[src/rtl/dms_pkg.sv]
`timescale 1ns/1ps
package dms_pkg;

   typedef enum logic [1:0] {
      LANE_DARK   = 2'd0,
      LANE_GLYPH  = 2'd1,
      LANE_BLOCK  = 2'd2
   } lane_mode_e;

   function automatic lane_mode_e pick_mode(input logic enable,
                                            input logic slot_first,
                                            input logic show_cursor);
      if (!enable || slot_first) return LANE_DARK;
      if (show_cursor)           return LANE_BLOCK;
      return LANE_GLYPH;
   endfunction

endpackage

[src/rtl/dms_prescaler.sv]
`timescale 1ns/1ps
module dms_prescaler #(
   parameter int SLOT_CYCLES = 8,
   parameter int ROWS        = 7,
   localparam int CNT_W      = $clog2(SLOT_CYCLES),
   localparam int ROW_W      = $clog2(ROWS)
) (
   input  logic             clk,
   input  logic             rst_n,
   output logic [ROW_W-1:0] row_idx,
   output logic             slot_first,
   output logic             phase_odd
);

   logic [CNT_W-1:0] slot_cnt;
   logic             slot_last;

   assign slot_last  = (slot_cnt == CNT_W'(SLOT_CYCLES - 1));
   assign slot_first = (slot_cnt == '0);
   assign phase_odd  = slot_cnt[0];

   always_ff @(posedge clk or negedge rst_n) begin
      if (!rst_n) begin
         slot_cnt <= '0;
      end else if (slot_last) begin
         slot_cnt <= '0;
      end else begin
         slot_cnt <= slot_cnt + 1'b1;
      end
   end

   always_ff @(posedge clk or negedge rst_n) begin
      if (!rst_n) begin
         row_idx <= '0;
      end else if (slot_last) begin
         if (row_idx == ROW_W'(ROWS - 1)) row_idx <= '0;
         else                              row_idx <= row_idx + 1'b1;
      end
   end

endmodule

[src/rtl/dms_row_decoder.sv]
`timescale 1ns/1ps
module dms_row_decoder #(
   parameter int ROWS   = 7,
   localparam int ROW_W = $clog2(ROWS)
) (
   input  logic [ROW_W-1:0] row_idx,
   output logic [ROWS-1:0]  row_sel
);

   for (genvar i = 0; i < ROWS; i++) begin : g_row
      assign row_sel[i] = (row_idx == ROW_W'(i));
   end

endmodule

[src/rtl/dms_digit_lane.sv]
`timescale 1ns/1ps
module dms_digit_lane
   import dms_pkg::*;
#(
   parameter int COLS   = 5,
   parameter int CODE_W = 7
) (
   input  logic [CODE_W-1:0] char_code,
   input  logic [COLS-1:0]   glyph_bits,
   input  logic              cursor_flag,
   input  logic              cursor_en,
   input  logic              enable,
   input  logic              slot_first,
   input  logic              phase_odd,
   output logic [CODE_W-1:0] lookup_code,
   output logic [COLS-1:0]   cols
);

   lane_mode_e mode;

   assign lookup_code = char_code;
   assign mode        = pick_mode(enable, slot_first, cursor_en & cursor_flag);

   always_comb begin
      unique case (mode)
         LANE_GLYPH: cols = glyph_bits;
         LANE_BLOCK: cols = phase_odd ? {COLS{1'b1}} : '0;
         default:    cols = '0;
      endcase
   end

endmodule

[src/rtl/dotmatrix_scan.sv]
`timescale 1ns/1ps
module dotmatrix_scan #(
   parameter int NUM_DIGITS  = 4,
   parameter int COLS        = 5,
   parameter int ROWS        = 7,
   parameter int CODE_W      = 7,
   parameter int SLOT_CYCLES = 8,
   localparam int ROW_W      = $clog2(ROWS),
   localparam int COL_TOTAL  = NUM_DIGITS * COLS,
   localparam int CODE_TOTAL = NUM_DIGITS * CODE_W
) (
   input  logic                  clk,
   input  logic                  rst_n,
   input  logic [CODE_TOTAL-1:0] char_codes,
   input  logic [NUM_DIGITS-1:0] cursor_flags,
   input  logic                  cursor_en,
   input  logic [NUM_DIGITS-1:0] digit_en,
   input  logic [COL_TOTAL-1:0]  font_bits,
   output logic [CODE_TOTAL-1:0] font_code,
   output logic [ROW_W-1:0]      font_row,
   output logic [ROWS-1:0]       row_sel,
   output logic [COL_TOTAL-1:0]  col_out
);

   if (SLOT_CYCLES < 4 || (SLOT_CYCLES % 2) != 0) begin : g_bad_slot
      $error("SLOT_CYCLES must be even and at least 4");
   end
   if (ROWS < 2 || COLS < 1 || NUM_DIGITS < 1) begin : g_bad_geom
      $error("matrix geometry out of range");
   end
   if (CODE_W < 1 || CODE_W > 8) begin : g_bad_code
      $error("CODE_W must be 1..8");
   end

   logic [ROW_W-1:0] row_idx;
   logic             slot_first;
   logic             phase_odd;

   dms_prescaler #(
      .SLOT_CYCLES (SLOT_CYCLES),
      .ROWS        (ROWS)
   ) u_prescaler (
      .clk        (clk),
      .rst_n      (rst_n),
      .row_idx    (row_idx),
      .slot_first (slot_first),
      .phase_odd  (phase_odd)
   );

   dms_row_decoder #(
      .ROWS (ROWS)
   ) u_rowdec (
      .row_idx (row_idx),
      .row_sel (row_sel)
   );

   assign font_row = row_idx;

   for (genvar d = 0; d < NUM_DIGITS; d++) begin : g_lane
      dms_digit_lane #(
         .COLS   (COLS),
         .CODE_W (CODE_W)
      ) u_lane (
         .char_code   (char_codes[d*CODE_W +: CODE_W]),
         .glyph_bits  (font_bits[d*COLS +: COLS]),
         .cursor_flag (cursor_flags[d]),
         .cursor_en   (cursor_en),
         .enable      (digit_en[d]),
         .slot_first  (slot_first),
         .phase_odd   (phase_odd),
         .lookup_code (font_code[d*CODE_W +: CODE_W]),
         .cols        (col_out[d*COLS +: COLS])
      );
   end

endmodule

[config.mk]
export PLATFORM = sky130hd
export DESIGN_NAME = dotmatrix_scan
export DESIGN_NICKNAME = d
export VERILOG_FILES = /design/src/rtl/dms_pkg.sv /design/src/rtl/dms_prescaler.sv /design/src/rtl/dms_row_decoder.sv /design/src/rtl/dms_digit_lane.sv /design/src/rtl/dotmatrix_scan.sv
export SDC_FILE = /design/constraint.sdc
export NUM_CORES = 1
export LEC_CHECK = 0
export BUFFER_PORTS_ARGS = -buffer_cell sky130_fd_sc_hd__buf_2
export CAP_MARGIN = 25
export CORE_MARGIN = 4
export CORE_UTILIZATION = 34
export CTS_CLUSTER_SIZE = 16
export DETAILED_ROUTE_END_ITERATION = 7
export PLACE_DENSITY = 0.85
export SKIP_CTS_REPAIR_TIMING = 1
export SLEW_MARGIN = 20
export SYNTH_ARGS = -nofsm -noshare
export SYNTH_HDL_FRONTEND = slang
export SYNTH_HIERARCHICAL = 1
export SYNTH_SLANG_ARGS = --single-unit
[constraint.sdc]
create_clock -name clk -period 3.5 [get_ports clk]
set_clock_uncertainty 0.1 [all_clocks]
set_input_delay 0.525 -clock clk [delete_from_list [all_inputs] [get_ports clk]]
set_output_delay 0.525 -clock clk [all_outputs]
set_load 0.02 [all_outputs]
# Word-level counts from Yosys, hierarchy flattened
# Cells that the tools add are included.
classes:
  n_addsub: 2
  eq_ne: 15
  muxes: 35
  n_bitwise: 4
  n_reduce_logical: 10
op_table:
  columns: ["cell", "n"]
  rows:
  - ["5-bit case mux with 2 select lines", 4]
  - ["2-bit 2-to-1 mux", 16]
  - ["3-bit == test (second input constant)", 4]
  - ["1-bit 2-to-1 mux", 12]
  - ["2-bit by 1-bit == test with 1-bit output (second input constant)", 4]
  - ["2-bit == test (second input constant)", 4]
  - ["3-bit by 1-bit adder with 3-bit output (second input constant)", 2]
  - ["3-bit by 2-bit == test with 1-bit output (second input constant)", 2]
  - ["3-bit logical NOT", 2]
  - ["3-bit 2-to-1 mux", 2]
  - ["5-bit 2-to-1 mux", 1]
  - ["1-bit bitwise AND", 4]
  - ["1-bit logical NOT", 4]
  - ["1-bit logical OR", 4]
  - ["3-bit by 1-bit == test with 1-bit output (second input constant)", 1]
word_totals:
  regBits: 6
  word_cells: 68

# Longest topological paths before layout
# Gate-level depths: netlist of the first run.
depth:
  word_depth: 8
  depth_mapped: 5

# Hierarchy
# The synthesis of the first run kept the hierarchy.
by_module_without_submodules:
  columns: ["mod", "instances", "cells_each", "area_each_um2"]
  rows:
  - ["dms_digit_lane", 4, 19, 143.9]
  - ["dms_prescaler", 1, 24, 274.0]
  - ["dms_row_decoder", 1, 7, 57.6]

# Worst setup path after synthesis of the first run
# Ideal clock, no wire load.
synth_timing:
  path_kind: "register -> output"
  from: "register u_prescaler.slot_cnt[0]"
  to: "output col_out[0]"
  arrival_time_ps: 1387
  required_time_ps: 2875
  setup_slack_ps: 1488
  stages_incl_launch_ff: 6
  path_buffers: 0
  path_cell_list: "dfrtp_1 -> inv_1 -> ha_1 -> nor2b_1 -> nand2b_1 -> a21oi_1"
synth_via:
  elab_chain_cells: 6
  word_cells_on_any_way: 8
synth_rtl:
  columns: ["item", "line", "text"]
  rows:
  - ["start, declared", "dms_prescaler.sv:15", "logic [CNT_W-1:0] slot_cnt;"]
  - ["start signal, assigned", "dms_prescaler.sv:28", "slot_cnt <= slot_cnt + 1'b1;"]
  - ["3-bit logical NOT *", "dms_prescaler.sv:19", "assign slot_first = (slot_cnt == '0);"]
  - ["net slot_first", "dotmatrix_scan.sv:36", "logic slot_first;"]
  - ["1-bit logical OR *", "dms_pkg.sv:13", "if (!enable || slot_first) return LANE_DARK;"]
  - ["1-bit 2-to-1 mux *", "dms_pkg.sv:13", null]
  - ["2-bit 2-to-1 mux *", "dms_pkg.sv:14", "if (show_cursor) return LANE_BLOCK;"]
  - ["2-bit == test or 2-bit by 1-bit == test with 1-bit output (tied branches)", "dms_digit_lane.sv:25", "unique case (mode)"]
  - ["5-bit case mux with 2 select lines *", "dms_digit_lane.sv:25", null]
  - ["end, declared", "dotmatrix_scan.sv:22", "output logic [COL_TOTAL-1:0] col_out"]
# Mark *: on every way through the listed nets, which the timed path passes. The rest lies on a longest branch.

# Worst setup path in the final report of the first run
layout_timing:
  from: "register u_prescaler.slot_cnt[0]"
  to: "output col_out[5]"
# Same word-level chain as after synthesis.

==> summary.json, run 1 <==
{
  "post-synth-top-count-cell": "sky130_fd_sc_hd__buf_4",
  "crit_chain": "inv_1 > ha_1 > nor2b_1 > nand2b_1 > a21oi_1 > buf_2",
  "cell_count_of_the_worst_hold_path": 1,
  "drt-initial-drc-count": 28,
  "share_of_the_synthesized_area_in_compound_gates_ao_oa_aoi_oai": 0.3655,
  "synth.yosys.seq_area_share": 0.1655,
  "hold_path_end": "u_prescaler/slot_cnt[2]$_DFF_PN0_",
  "timing.reg2reg.worst_path_depth": 4,
  "library_cell_with_the_largest_summed_area_after_synthesis": "sky130_fd_sc_hd__a21bo_2",
  "wire_per_inst_um": 12.09,
  "boundaryPins": 117,
  "yosys_register_bits": 6,
  "worstPathBufferInverterCount": 2,
  "synth-edff-count": 0,
  "floorplan.initialDensity": 0.3629,
  "crit_type": "register to output pin",
  "timing_worst_slew_pin_value_ns": 0.4108,
  "syn-instance-count": 107,
  "timing.final.crit_share": 0.6703,
  "synth_ff_type": "sky130_fd_sc_hd__dfrtp_1",
  "core_mm2": 0.002500,
  "ant_nets": 0,
  "reported_net_switching_power_mw": 0.07710,
  "worstHoldPathType": "register to register",
  "power_leakage_nw": 0.5832,
  "grt_start_max_net_pins": 25,
  "die_height_um": 59.65,
  "cpMaxStageDelayCell": "sky130_fd_sc_hd__dfrtp_1",
  "largest_family_of_logic_cells_by_synthesized_area": "compound AO/OA/AOI/OAI gates",
  "power.share.sequential": 0.303,
  "p_comb_frac": 0.409,
  "drv_slew": 0,
  "die-width_um": 59.65,
  "clock_tree.htree_level_count": 1,
  "cap_viol_max_count": 0,
  "reg2reg_setup_slack_ns": 2.04,
  "drt-total-wl_um": 2091,
  "cts_tree": "yes",
  "drive_above_1_share": 0.6364,
  "cp.arrival_ns": 1.72,
  "syn_nets": 169,
  "synth-simple-area-share": 0.1876,
  "wire_length_of_the_first_global_routing_pass_um": 3118,
  "grt-ovfl-total": 0,
  "clock_latency_ns": 0.25,
  "setup_total_negative_slack_ns": 0,
  "synthAdderAreaFrac": 0.04138,
  "timing.rr.start": "u_prescaler/slot_cnt[0]$_DFF_PN0_",
  "hold_viol": 0,
  "yosysWarnings": 6,
  "design.final.nets": 207,
  "proportion_of_total_power_due_to_net_switching": 0.3360,
  "cp-end-kind": "output pin",
  "fmaxAchievable_mhz": 426.2,
  "clock_power_share": 0.288,
  "gp_weighted_congestion": 0.7109,
  "worst_ep_required_time_ns": 2.87,
  "worst-path-max-fanout": 7,
  "final.min_clock_period_ns": 2.346,
  "asyncSetResetFlopFracSynth": 1.000,
  "drc": 0,
  "hpwl_reported_at_the_end_of_detailed_placement_um": 1687,
  "crit_family": "flip-flops",
  "outcome": "complete, no violations",
  "share_of_the_synthesized_area_in_the_top_cell_type": 0.2317,
  "cts.path.max_buffers": 2,
  "post_synth_xor_area_fraction": 0,
  "post_synth_instance_area_um2": 907.1,
  "max_slew_margin": 0.7262,
  "rows": 18,
  "detail_route.first_pass.iterations": 4,
  "rsz0062_at_grt": "false",
  "final-setup-viol-count": 0,
  "root_buffer": "sky130_fd_sc_hd__clkbuf_4",
  "power_report.internal_total_mw": 0.1523,
  "areaGrowthSynthToFinish_pct": 17.65,
  "synth_area_leaders": "sky130_fd_sc_hd__a21bo_2, sky130_fd_sc_hd__buf_4, sky130_fd_sc_hd__dfrtp_1",
  "numCtsBuffers": 3,
  "hold_path.startpoint": "u_prescaler/slot_cnt[2]$_DFF_PN0_",
  "syn_area_per_cell_um2": 8.478,
  "drt-vias-per-instance": 5.023,
  "synthMuxAreaShare": 0,
  "first_global_vias": 795,
  "antenna_found_initial": 0,
  "p_per_area_mw_per_mm2": 215.0,
  "synthDistinctLibCells": 20,
  "whs_ns": 0.4109,
  "max-vdd-ir-drop_uv": 150.2,
  "ys_top_cells_by_count": "sky130_fd_sc_hd__buf_4, sky130_fd_sc_hd__a21bo_2, sky130_fd_sc_hd__a21oi_1",
  "via_count": 869,
  "number_of_sinks_handled_by_clock_tree_synthesis": 6,
  "die-area_mm2": 0.003558,
  "grt_usage": 0.1114,
  "cp_slowest_stage_delay_ns": 0.50,
  "clk_pin_slew_ns": 0.05,
  "antenna_cells_inserted": 0,
  "startpoint_type": "register",
  "layout.filler_cells": 264,
  "r2r_end": "u_prescaler/row_idx[2]$_DFFE_PN0N_",
  "io_buffer_count": 60
}
[worst max-delay path by stage]
stage	from	to	depth (start not counted)
6_report	u_prescaler/slot_cnt[0]$_DFF_PN0_	col_out[5]	6
3_3_place_gp	u_prescaler/slot_cnt[0]$_DFF_PN0_	col_out[1]	6
3_5_place_dp	u_prescaler/slot_cnt[0]$_DFF_PN0_	col_out[5]	6
5_1_grt	u_prescaler/slot_cnt[0]$_DFF_PN0_	col_out[14]	6
2_1_floorplan	u_prescaler/slot_cnt[0]$_DFF_PN0_	col_out[0]	5
4_1_cts	u_prescaler/slot_cnt[0]$_DFF_PN0_	col_out[5]	6
[power by group through the flow]
stage / clock network (mW) / registers (mW) / logic (mW)
after global routing: 0.0712 / 0.0694 / 0.103
final: 0.0661 / 0.0695 / 0.0938
after CTS: 0.0687 / 0.0695 / 0.0942
after floorplan: 0 / 0.0707 / 0.100
after global placement: 0 / 0.0706 / 0.0935
after detailed placement: 0 / 0.0706 / 0.0939
[metrics by stage]
stage               setup WS [ns]  power [mW]  cells  utilization  area, um2
finish                      1.154      0.2294    173       0.4269       1067
global route                1.001      0.2433    173       0.4269       1067
CTS                         1.108      0.2325    172       0.4229       1057
global placement            1.414      0.1642    169       0.4139       1035
detailed placement          1.392      0.1645    169       0.4139       1035
floorplan                   1.488      0.1708    107            -      907.1
[cell type report]
class,instances,area (um2),area share
Timing Repair Buffer,61,310.3,0.2907
Multi-Input combinational cell,71,539.3,0.5053
Clock buffer,3,22.52,0.02110
Inverter,2,7.507,0.007034
Tap cell,30,37.54,0.03517
Sequential cell,6,150.1,0.1407
[kinds of logic after synthesis]
| group | count (synthesis) |
|---|---|
| AO/OA/AOI/OAI | 45 |
| buffers and inverters | 30 |
| AND/OR/NAND/NOR | 23 |
| flip-flops | 6 |
| adder cells (fa/ha/maj) | 3 |
[layout by cell type, fill, tap and decap left out]
| cell | n |
|---|---|
| sky130_fd_sc_hd__or2_0 | 1 |
| sky130_fd_sc_hd__nand3_2 | 4 |
| sky130_fd_sc_hd__dlygate4sd3_1 | 1 |
| sky130_fd_sc_hd__nor2b_1 | 1 |
| sky130_fd_sc_hd__o21ai_1 | 1 |
| sky130_fd_sc_hd__a21bo_2 | 21 |
| sky130_fd_sc_hd__nor3b_1 | 3 |
| sky130_fd_sc_hd__ha_1 | 3 |
| sky130_fd_sc_hd__and3b_2 | 3 |
| sky130_fd_sc_hd__inv_1 | 2 |
| sky130_fd_sc_hd__and2b_1 | 1 |
| sky130_fd_sc_hd__a21oi_1 | 21 |
| sky130_fd_sc_hd__nor3_1 | 1 |
| sky130_fd_sc_hd__a31oi_1 | 1 |
| sky130_fd_sc_hd__and2_1 | 1 |
| sky130_fd_sc_hd__o21ai_0 | 1 |
| sky130_fd_sc_hd__clkbuf_4 | 3 |
| sky130_fd_sc_hd__nand2b_1 | 6 |
| sky130_fd_sc_hd__buf_2 | 60 |
| sky130_fd_sc_hd__dfrtp_1 | 6 |
| sky130_fd_sc_hd__nand3_1 | 1 |
| sky130_fd_sc_hd__nor2_1 | 1 |
[worst reg2reg max path, stage by stage, from the launching register on]
cell,delay (ns)
sky130_fd_sc_hd__dfrtp_1,0.47
sky130_fd_sc_hd__ha_1,0.25
sky130_fd_sc_hd__ha_1,0.27
sky130_fd_sc_hd__a21bo_2,0.24
sky130_fd_sc_hd__o21ai_0,0.06
[sequential cells by signal (all words and copies together) (netlist names)]
name and flops:
u_prescaler/row_idx 3, u_prescaler/slot_cnt 3
[metal layers]
| layer | routed length (um) | GRT usage | part of all wire | vias to the layer above |
|---|---|---|---|---|
| li1 | - | - | - | 425 |
| met1 | 749 | 0.1060 | 0.36 | 375 |
| met2 | 957 | 0.1914 | 0.46 | 53 |
| met3 | 331 | 0.06695 | 0.16 | 16 |
| met4 | 53 | 0.04747 | 0.025 | 0 |
| met5 | 0 | 0 | 0 | - |
Power figures use the tool's default switching activity.
==> inputs of run 2 (changes only) <==
Settings changed: CORE_UTILIZATION 34 to 32, PLACE_DENSITY 0.85 to 0.81.
Clock period 3.5 ns to 2.4 ns, I/O delays scaled along.
==> summary.json, run 2 (same netlist as run 1, synthesis figures left out) <==
{
  "outcome": "complete, no violations",
  "cp.arrival_ns": 1.52,
  "clock_tree.htree_level_count": 1,
  "grt-ovfl-total": 0,
  "reg_top3": "u_prescaler/row_idx: 3 flops, u_prescaler/slot_cnt: 3 flops",
  "timing_worst_slew_pin_value_ns": 0.4255,
  "first_global_vias": 817,
  "numCtsBuffers": 3,
  "timing.final.crit_share": 0.8256,
  "p_per_area_mw_per_mm2": 310.9,
  "hpwl_reported_at_the_end_of_detailed_placement_um": 1747,
  "power_report.internal_total_mw": 0.2222,
  "final.min_clock_period_ns": 1.981,
  "antenna_found_initial": 0,
  "clk_pin_slew_ns": 0.05,
  "core_mm2": 0.002734,
  "worst-path-max-fanout": 5,
  "grt_start_max_net_pins": 25,
  "fmaxAchievable_mhz": 504.7,
  "boundaryPins": 117,
  "clock_latency_ns": 0.25,
  "drive_above_1_share": 0.6389,
  "wire_length_of_the_first_global_routing_pass_um": 3312,
  "finalInstanceArea_mm2": 0.001076,
  "setup_total_negative_slack_ns": 0,
  "floorplan.initialDensity": 0.3318,
  "layout.filler_cells": 285,
  "design.final.nets": 208,
  "hold_viol": 0,
  "mostFrequentLayoutCell": "sky130_fd_sc_hd__buf_2",
  "proportion_of_total_power_due_to_net_switching": 0.3357,
  "cts_tree": "yes",
  "mostFrequentLayoutCells": "sky130_fd_sc_hd__buf_2, sky130_fd_sc_hd__a21bo_2, sky130_fd_sc_hd__a21oi_1",
  "rsz0062_at_grt": "false",
  "drt-total-wl_um": 2164,
  "cap_viol_max_count": 0,
  "post_dp_cell_area_mm2": 0.001044,
  "die_height_um": 61.24,
  "cp-end-kind": "output pin",
  "drc": 0,
  "via_count": 866,
  "drt-vias-per-instance": 4.949,
  "startpoint_type": "register",
  "grt_usage": 0.1153,
  "root_buffer": "sky130_fd_sc_hd__clkbuf_4",
  "max-vdd-ir-drop_uv": 249.3,
  "ant_nets": 0,
  "power_leakage_nw": 0.5873,
  "worstHoldPathType": "primary input to async pin",
  "p_comb_frac": 0.411,
  "detail_route.first_pass.iterations": 4,
  "rows": 19,
  "drv_slew": 0,
  "areaGrowthSynthToFinish_pct": 18.62,
  "reported_net_switching_power_mw": 0.1123,
  "gp_weighted_congestion": 0.7288,
  "number_of_sinks_handled_by_clock_tree_synthesis": 6,
  "worst_ep_required_time_ns": 1.94,
  "power.share.sequential": 0.303,
  "die-width_um": 61.24,
  "wire_per_inst_um": 12.37,
  "io_buffer_count": 60,
  "max_slew_margin": 0.7163,
  "cts.path.max_buffers": 2,
  "die-area_mm2": 0.003750,
  "crit_type": "register to output pin",
  "drt-initial-drc-count": 17,
  "clock_power_share": 0.285,
  "antenna_cells_inserted": 0,
  "final-setup-viol-count": 0
}
run 2: changes by cell type in the layout (fill, tap and decap cells not counted), sizes merged:
cell	delta
buf	+1
run 2: power groups by stage:
stage	clock, mW	combinational (mW)	sequential [mW]
3_3_place_gp	0	0.136	0.103
4_1_cts	0.102	0.138	0.101
3_5_place_dp	0	0.138	0.103
5_1_grt	0.107	0.152	0.101
2_1_floorplan	0	0.146	0.103
6_report	0.0954	0.138	0.101
run 2: metal layers:
metal / vias up / GRT usage / routed length [um]
met1: 369 / 0.1211 / 770
met5: - / 0 / 0
met2: 52 / 0.1858 / 1022
met3: 16 / 0.05451 / 303
li1: 429 / - / -
met4: 0 / 0.07121 / 66
run 2: path summary, 6_finish.rpt:
path	startpoint	endpoint	slack [ns]	depth (start not counted)
worst max-delay path	u_prescaler/slot_cnt[1]$_DFF_PN0_	col_out[0]	0.42	6
worst min-delay path	rst_n	u_prescaler/row_idx[1]$_DFFE_PN0N_	0.37	2
worst max register to register	u_prescaler/slot_cnt[0]$_DFF_PN0_	u_prescaler/row_idx[2]$_DFFE_PN0N_	0.92	5
worst min register to register	u_prescaler/slot_cnt[2]$_DFF_PN0_	u_prescaler/slot_cnt[2]$_DFF_PN0_	0.41	1
max in group asynchronous	rst_n	u_prescaler/slot_cnt[0]$_DFF_PN0_	1.68	2
min in group clk	u_prescaler/slot_cnt[2]$_DFF_PN0_	u_prescaler/slot_cnt[2]$_DFF_PN0_	0.41	1
run 2: cell type report:
cell class                 count  area [um2]  area share
tap                           31       38.79     0.03605
multi-input combinational     71       539.3      0.5012
timing repair buffer          62       317.8      0.2953
clock buffer                   3       22.52     0.02093
inverter                       2       7.507    0.006977
sequential                     6       150.1      0.1395
run 2: worst max-delay path, cell delays in order, from the launching register on:
cell and delay, ns:
sky130_fd_sc_hd__dfrtp_1 0.37, sky130_fd_sc_hd__inv_1 0.06, sky130_fd_sc_hd__ha_1 0.12, sky130_fd_sc_hd__nor2b_1 0.26
sky130_fd_sc_hd__nand2b_1 0.24, sky130_fd_sc_hd__a21oi_1 0.06, sky130_fd_sc_hd__buf_2 0.16
run 2: metrics by stage:
stage               hold slack [ns]  std cells    util  worst slack [ns]  power [mW]
finish                       0.3748        175  0.3936            0.4187      0.3345
global placement            0.08823        171  0.3817            0.6560      0.2392
detailed placement          0.09089        171  0.3817            0.6512      0.2408
CTS                         -0.1813        174  0.3899            0.3698      0.3413
floorplan                  -0.03559        107       -            0.5533      0.2490
global route                 0.3761        175  0.3936            0.2446      0.3602
==> inputs of run 3 (changes only) <==
Settings changed: ABC_AREA from default to 1.
Clock period 2.4 ns to 2 ns, I/O delays scaled along.
==> summary.json, run 3 <==
{
  "grt_start_max_net_pins": 10,
  "synthDistinctLibCells": 14,
  "io_buffer_count": 60,
  "core_mm2": 0.002734,
  "gp_weighted_congestion": 0.6735,
  "post_synth_instance_area_um2": 903.4,
  "whs_ns": 0.3034,
  "reg_top3": "u_prescaler/row_idx: 3 flops, u_prescaler/slot_cnt: 3 flops",
  "timing_worst_slew_pin_value_ns": 0.2534,
  "worstHoldPathType": "primary input to async pin",
  "hpwl_reported_at_the_end_of_detailed_placement_um": 1746,
  "clock_latency_ns": 0.24,
  "worst_ep_required_time_ns": 1.60,
  "mostFrequentLayoutCell": "sky130_fd_sc_hd__buf_2",
  "timing.final.crit_share": 0.9720,
  "grt_usage": 0.1002,
  "die-width_um": 61.13,
  "asyncSetResetFlopFracSynth": 1.000,
  "post-synth-top-count-cell": "sky130_fd_sc_hd__nand2_1",
  "root_buffer": "sky130_fd_sc_hd__clkbuf_4",
  "timing.rr.start": "u_prescaler/slot_cnt[0]$_DFF_PN0_",
  "clock_tree.htree_level_count": 1,
  "mostFrequentLayoutCells": "sky130_fd_sc_hd__buf_2, sky130_fd_sc_hd__nand2_1, sky130_fd_sc_hd__nand4_1",
  "cp.arrival_ns": 1.54,
  "route.met3.wl_um": 237,
  "drive_above_1_share": 0.5000,
  "routed.top_layer": "met4",
  "synth_area_leaders": "sky130_fd_sc_hd__buf_4, sky130_fd_sc_hd__dfrtp_1, sky130_fd_sc_hd__nand4_1",
  "proportion_of_total_power_due_to_net_switching": 0.3540,
  "drc": 0,
  "p_per_area_mw_per_mm2": 361.8,
  "drt-total-wl_um": 2092,
  "cp-end-kind": "output pin",
  "startpoint_type": "register",
  "timing.reg2reg.worst_path_depth": 7,
  "synth-edff-count": 0,
  "worst-path-max-fanout": 8,
  "boundaryPins": 117,
  "die_height_um": 61.13,
  "drt-vias-per-instance": 4.536,
  "outcome": "complete, no violations",
  "synth.yosys.seq_area_share": 0.1662,
  "power_report.internal_total_mw": 0.2524,
  "clock_power_share": 0.279,
  "met2RoutedLength_um": 1030,
  "cts_tree": "yes",
  "hold_viol": 0,
  "max-vdd-ir-drop_uv": 227.2,
  "design.final.nets": 242,
  "numCtsBuffers": 3,
  "antenna_cells_inserted": 0,
  "syn_area_per_cell_um2": 6.407,
  "detail_route.first_pass.iterations": 4,
  "wire_per_inst_um": 10.01,
  "synth_ff_type": "sky130_fd_sc_hd__dfrtp_1",
  "r2r_end": "u_prescaler/row_idx[1]$_DFFE_PN0N_",
  "crit_type": "register to output pin",
  "cap_viol_max_count": 0,
  "reported_net_switching_power_mw": 0.1383,
  "yosys_register_bits": 6,
  "wire_length_of_the_first_global_routing_pass_um": 2932,
  "p_comb_frac": 0.409,
  "wirelength_met1_um": 807,
  "clk_pin_slew_ns": 0.05,
  "power_leakage_nw": 0.7286,
  "setup_total_negative_slack_ns": 0,
  "floorplan.initialDensity": 0.3304,
  "library_cell_with_the_largest_summed_area_after_synthesis": "sky130_fd_sc_hd__buf_4",
  "rsz0062_at_grt": "true",
  "yosysWarnings": 6,
  "rows": 19,
  "antenna_found_initial": 0,
  "reg2reg_setup_slack_ns": 0.51,
  "drt-initial-drc-count": 18,
  "syn-instance-count": 141,
  "cts.path.max_buffers": 2,
  "power.share.sequential": 0.312,
  "number_of_sinks_handled_by_clock_tree_synthesis": 6,
  "share_of_the_synthesized_area_in_the_top_cell_type": 0.2327,
  "max_slew_margin": 0.8311,
  "grt-ovfl-total": 0,
  "die-area_mm2": 0.003737,
  "ys_top_cells_by_count": "sky130_fd_sc_hd__nand2_1, sky130_fd_sc_hd__buf_4, sky130_fd_sc_hd__nand4_1",
  "syn_nets": 203,
  "first_global_vias": 749,
  "areaGrowthSynthToFinish_pct": 19.53,
  "drv_slew": 0,
  "final.min_clock_period_ns": 1.944,
  "fmaxAchievable_mhz": 514.4,
  "final-setup-viol-count": 0,
  "ant_nets": 0,
  "via_count": 948
}
## run 3: cell types whose count changed after synthesis, moves of 3 or more
| cell | delta |
|---|---|
| sky130_fd_sc_hd__nand2_1 | +29 |
| sky130_fd_sc_hd__a21bo_2 | -21 |
| sky130_fd_sc_hd__a21oi_1 | -20 |
| sky130_fd_sc_hd__nand4_1 | +20 |
| sky130_fd_sc_hd__inv_1 | +13 |
| sky130_fd_sc_hd__nor2_1 | +13 |
| sky130_fd_sc_hd__nand2_2 | +9 |
| sky130_fd_sc_hd__inv_2 | +6 |
| sky130_fd_sc_hd__nand2b_1 | -6 |
| sky130_fd_sc_hd__nand3_2 | -4 |
| sky130_fd_sc_hd__nor2_2 | +4 |
| sky130_fd_sc_hd__nor2_4 | +4 |
| sky130_fd_sc_hd__and3b_2 | -3 |
| sky130_fd_sc_hd__nor3b_1 | -3 |
## run 3: kinds of logic (layout without fill, tap and decap cells)
kind of cell | Yosys count | in the layout | synth area share
AOI/OAI and AO/OA | 2 | 2 | 0.01107
adders and majority gates | 3 | 3 | 0.04156
buffers and inverters | 50 | 87 | 0.3241
DFF | 6 | 6 | 0.1662
and+or+nand+nor | 80 | 80 | 0.4570
## run 3: layout make-up
| cell class | count | area [um2] |
|---|---|---|
| inverter | 22 | 82.58 |
| clock buffer | 3 | 22.52 |
| fill | 283 | 1654 |
| multi-input combinational | 85 | 467.9 |
| sequential | 6 | 150.1 |
| tap | 31 | 38.79 |
| timing repair buffer | 62 | 317.8 |
## run 3: power groups by stage
stage,sequential (mW),clock (mW),combinational [mW]
2_1_floorplan,0.124,0,0.170
3_3_place_gp,0.124,0,0.159
3_5_place_dp,0.124,0,0.160
4_1_cts,0.122,0.114,0.160
5_1_grt,0.122,0.122,0.175
6_report,0.122,0.109,0.160
## run 3: through the flow
| step | total power, mW | utilization | setup WS, ns | std cells | area [um2] |
|---|---|---|---|---|---|
| finish | 0.3907 | 0.3950 | 0.05600 | 209 | 1080 |
| global route | 0.4188 | 0.3950 | -0.05174 | 209 | 1080 |
| CTS | 0.3964 | 0.3886 | -0.3242 | 208 | 1062 |
| global placement | 0.2823 | 0.3803 | 0.02082 | 205 | 1040 |
| floorplan | 0.2932 | - | 0.1582 | 141 | 903.4 |
| detailed placement | 0.2835 | 0.3803 | -0.05785 | 205 | 1040 |
## run 3: worst max-delay path, cell delays in order, from the launching register on
cell and delay (ns):
sky130_fd_sc_hd__dfrtp_1 0.37, sky130_fd_sc_hd__inv_1 0.06, sky130_fd_sc_hd__ha_1 0.13, sky130_fd_sc_hd__inv_1 0.06
sky130_fd_sc_hd__nor2_4 0.23, sky130_fd_sc_hd__inv_1 0.15, sky130_fd_sc_hd__nand4_1 0.11, sky130_fd_sc_hd__nand2_1 0.05
sky130_fd_sc_hd__buf_2 0.15
## run 3: worst max path at each step
stage | end | startpoint | slack, ns
floorplan | col_out[0] | u_prescaler/slot_cnt[0]$_DFF_PN0_ | 0.16
global placement | col_out[12] | u_prescaler/slot_cnt[0]$_DFF_PN0_ | 0.02
detailed placement | col_out[11] | u_prescaler/slot_cnt[1]$_DFF_PN0_ | -0.06
CTS | col_out[11] | u_prescaler/slot_cnt[1]$_DFF_PN0_ | -0.32
global route | col_out[4] | u_prescaler/slot_cnt[1]$_DFF_PN0_ | -0.05
finish | col_out[3] | u_prescaler/slot_cnt[1]$_DFF_PN0_ | 0.06
## run 3: routing by layer
layer  track usage  vias to the layer above
met1        0.1047                      410
met5             0                        -
met3       0.03774                        4
li1              -                      497
met4       0.04334                        0
met2        0.1782                       37
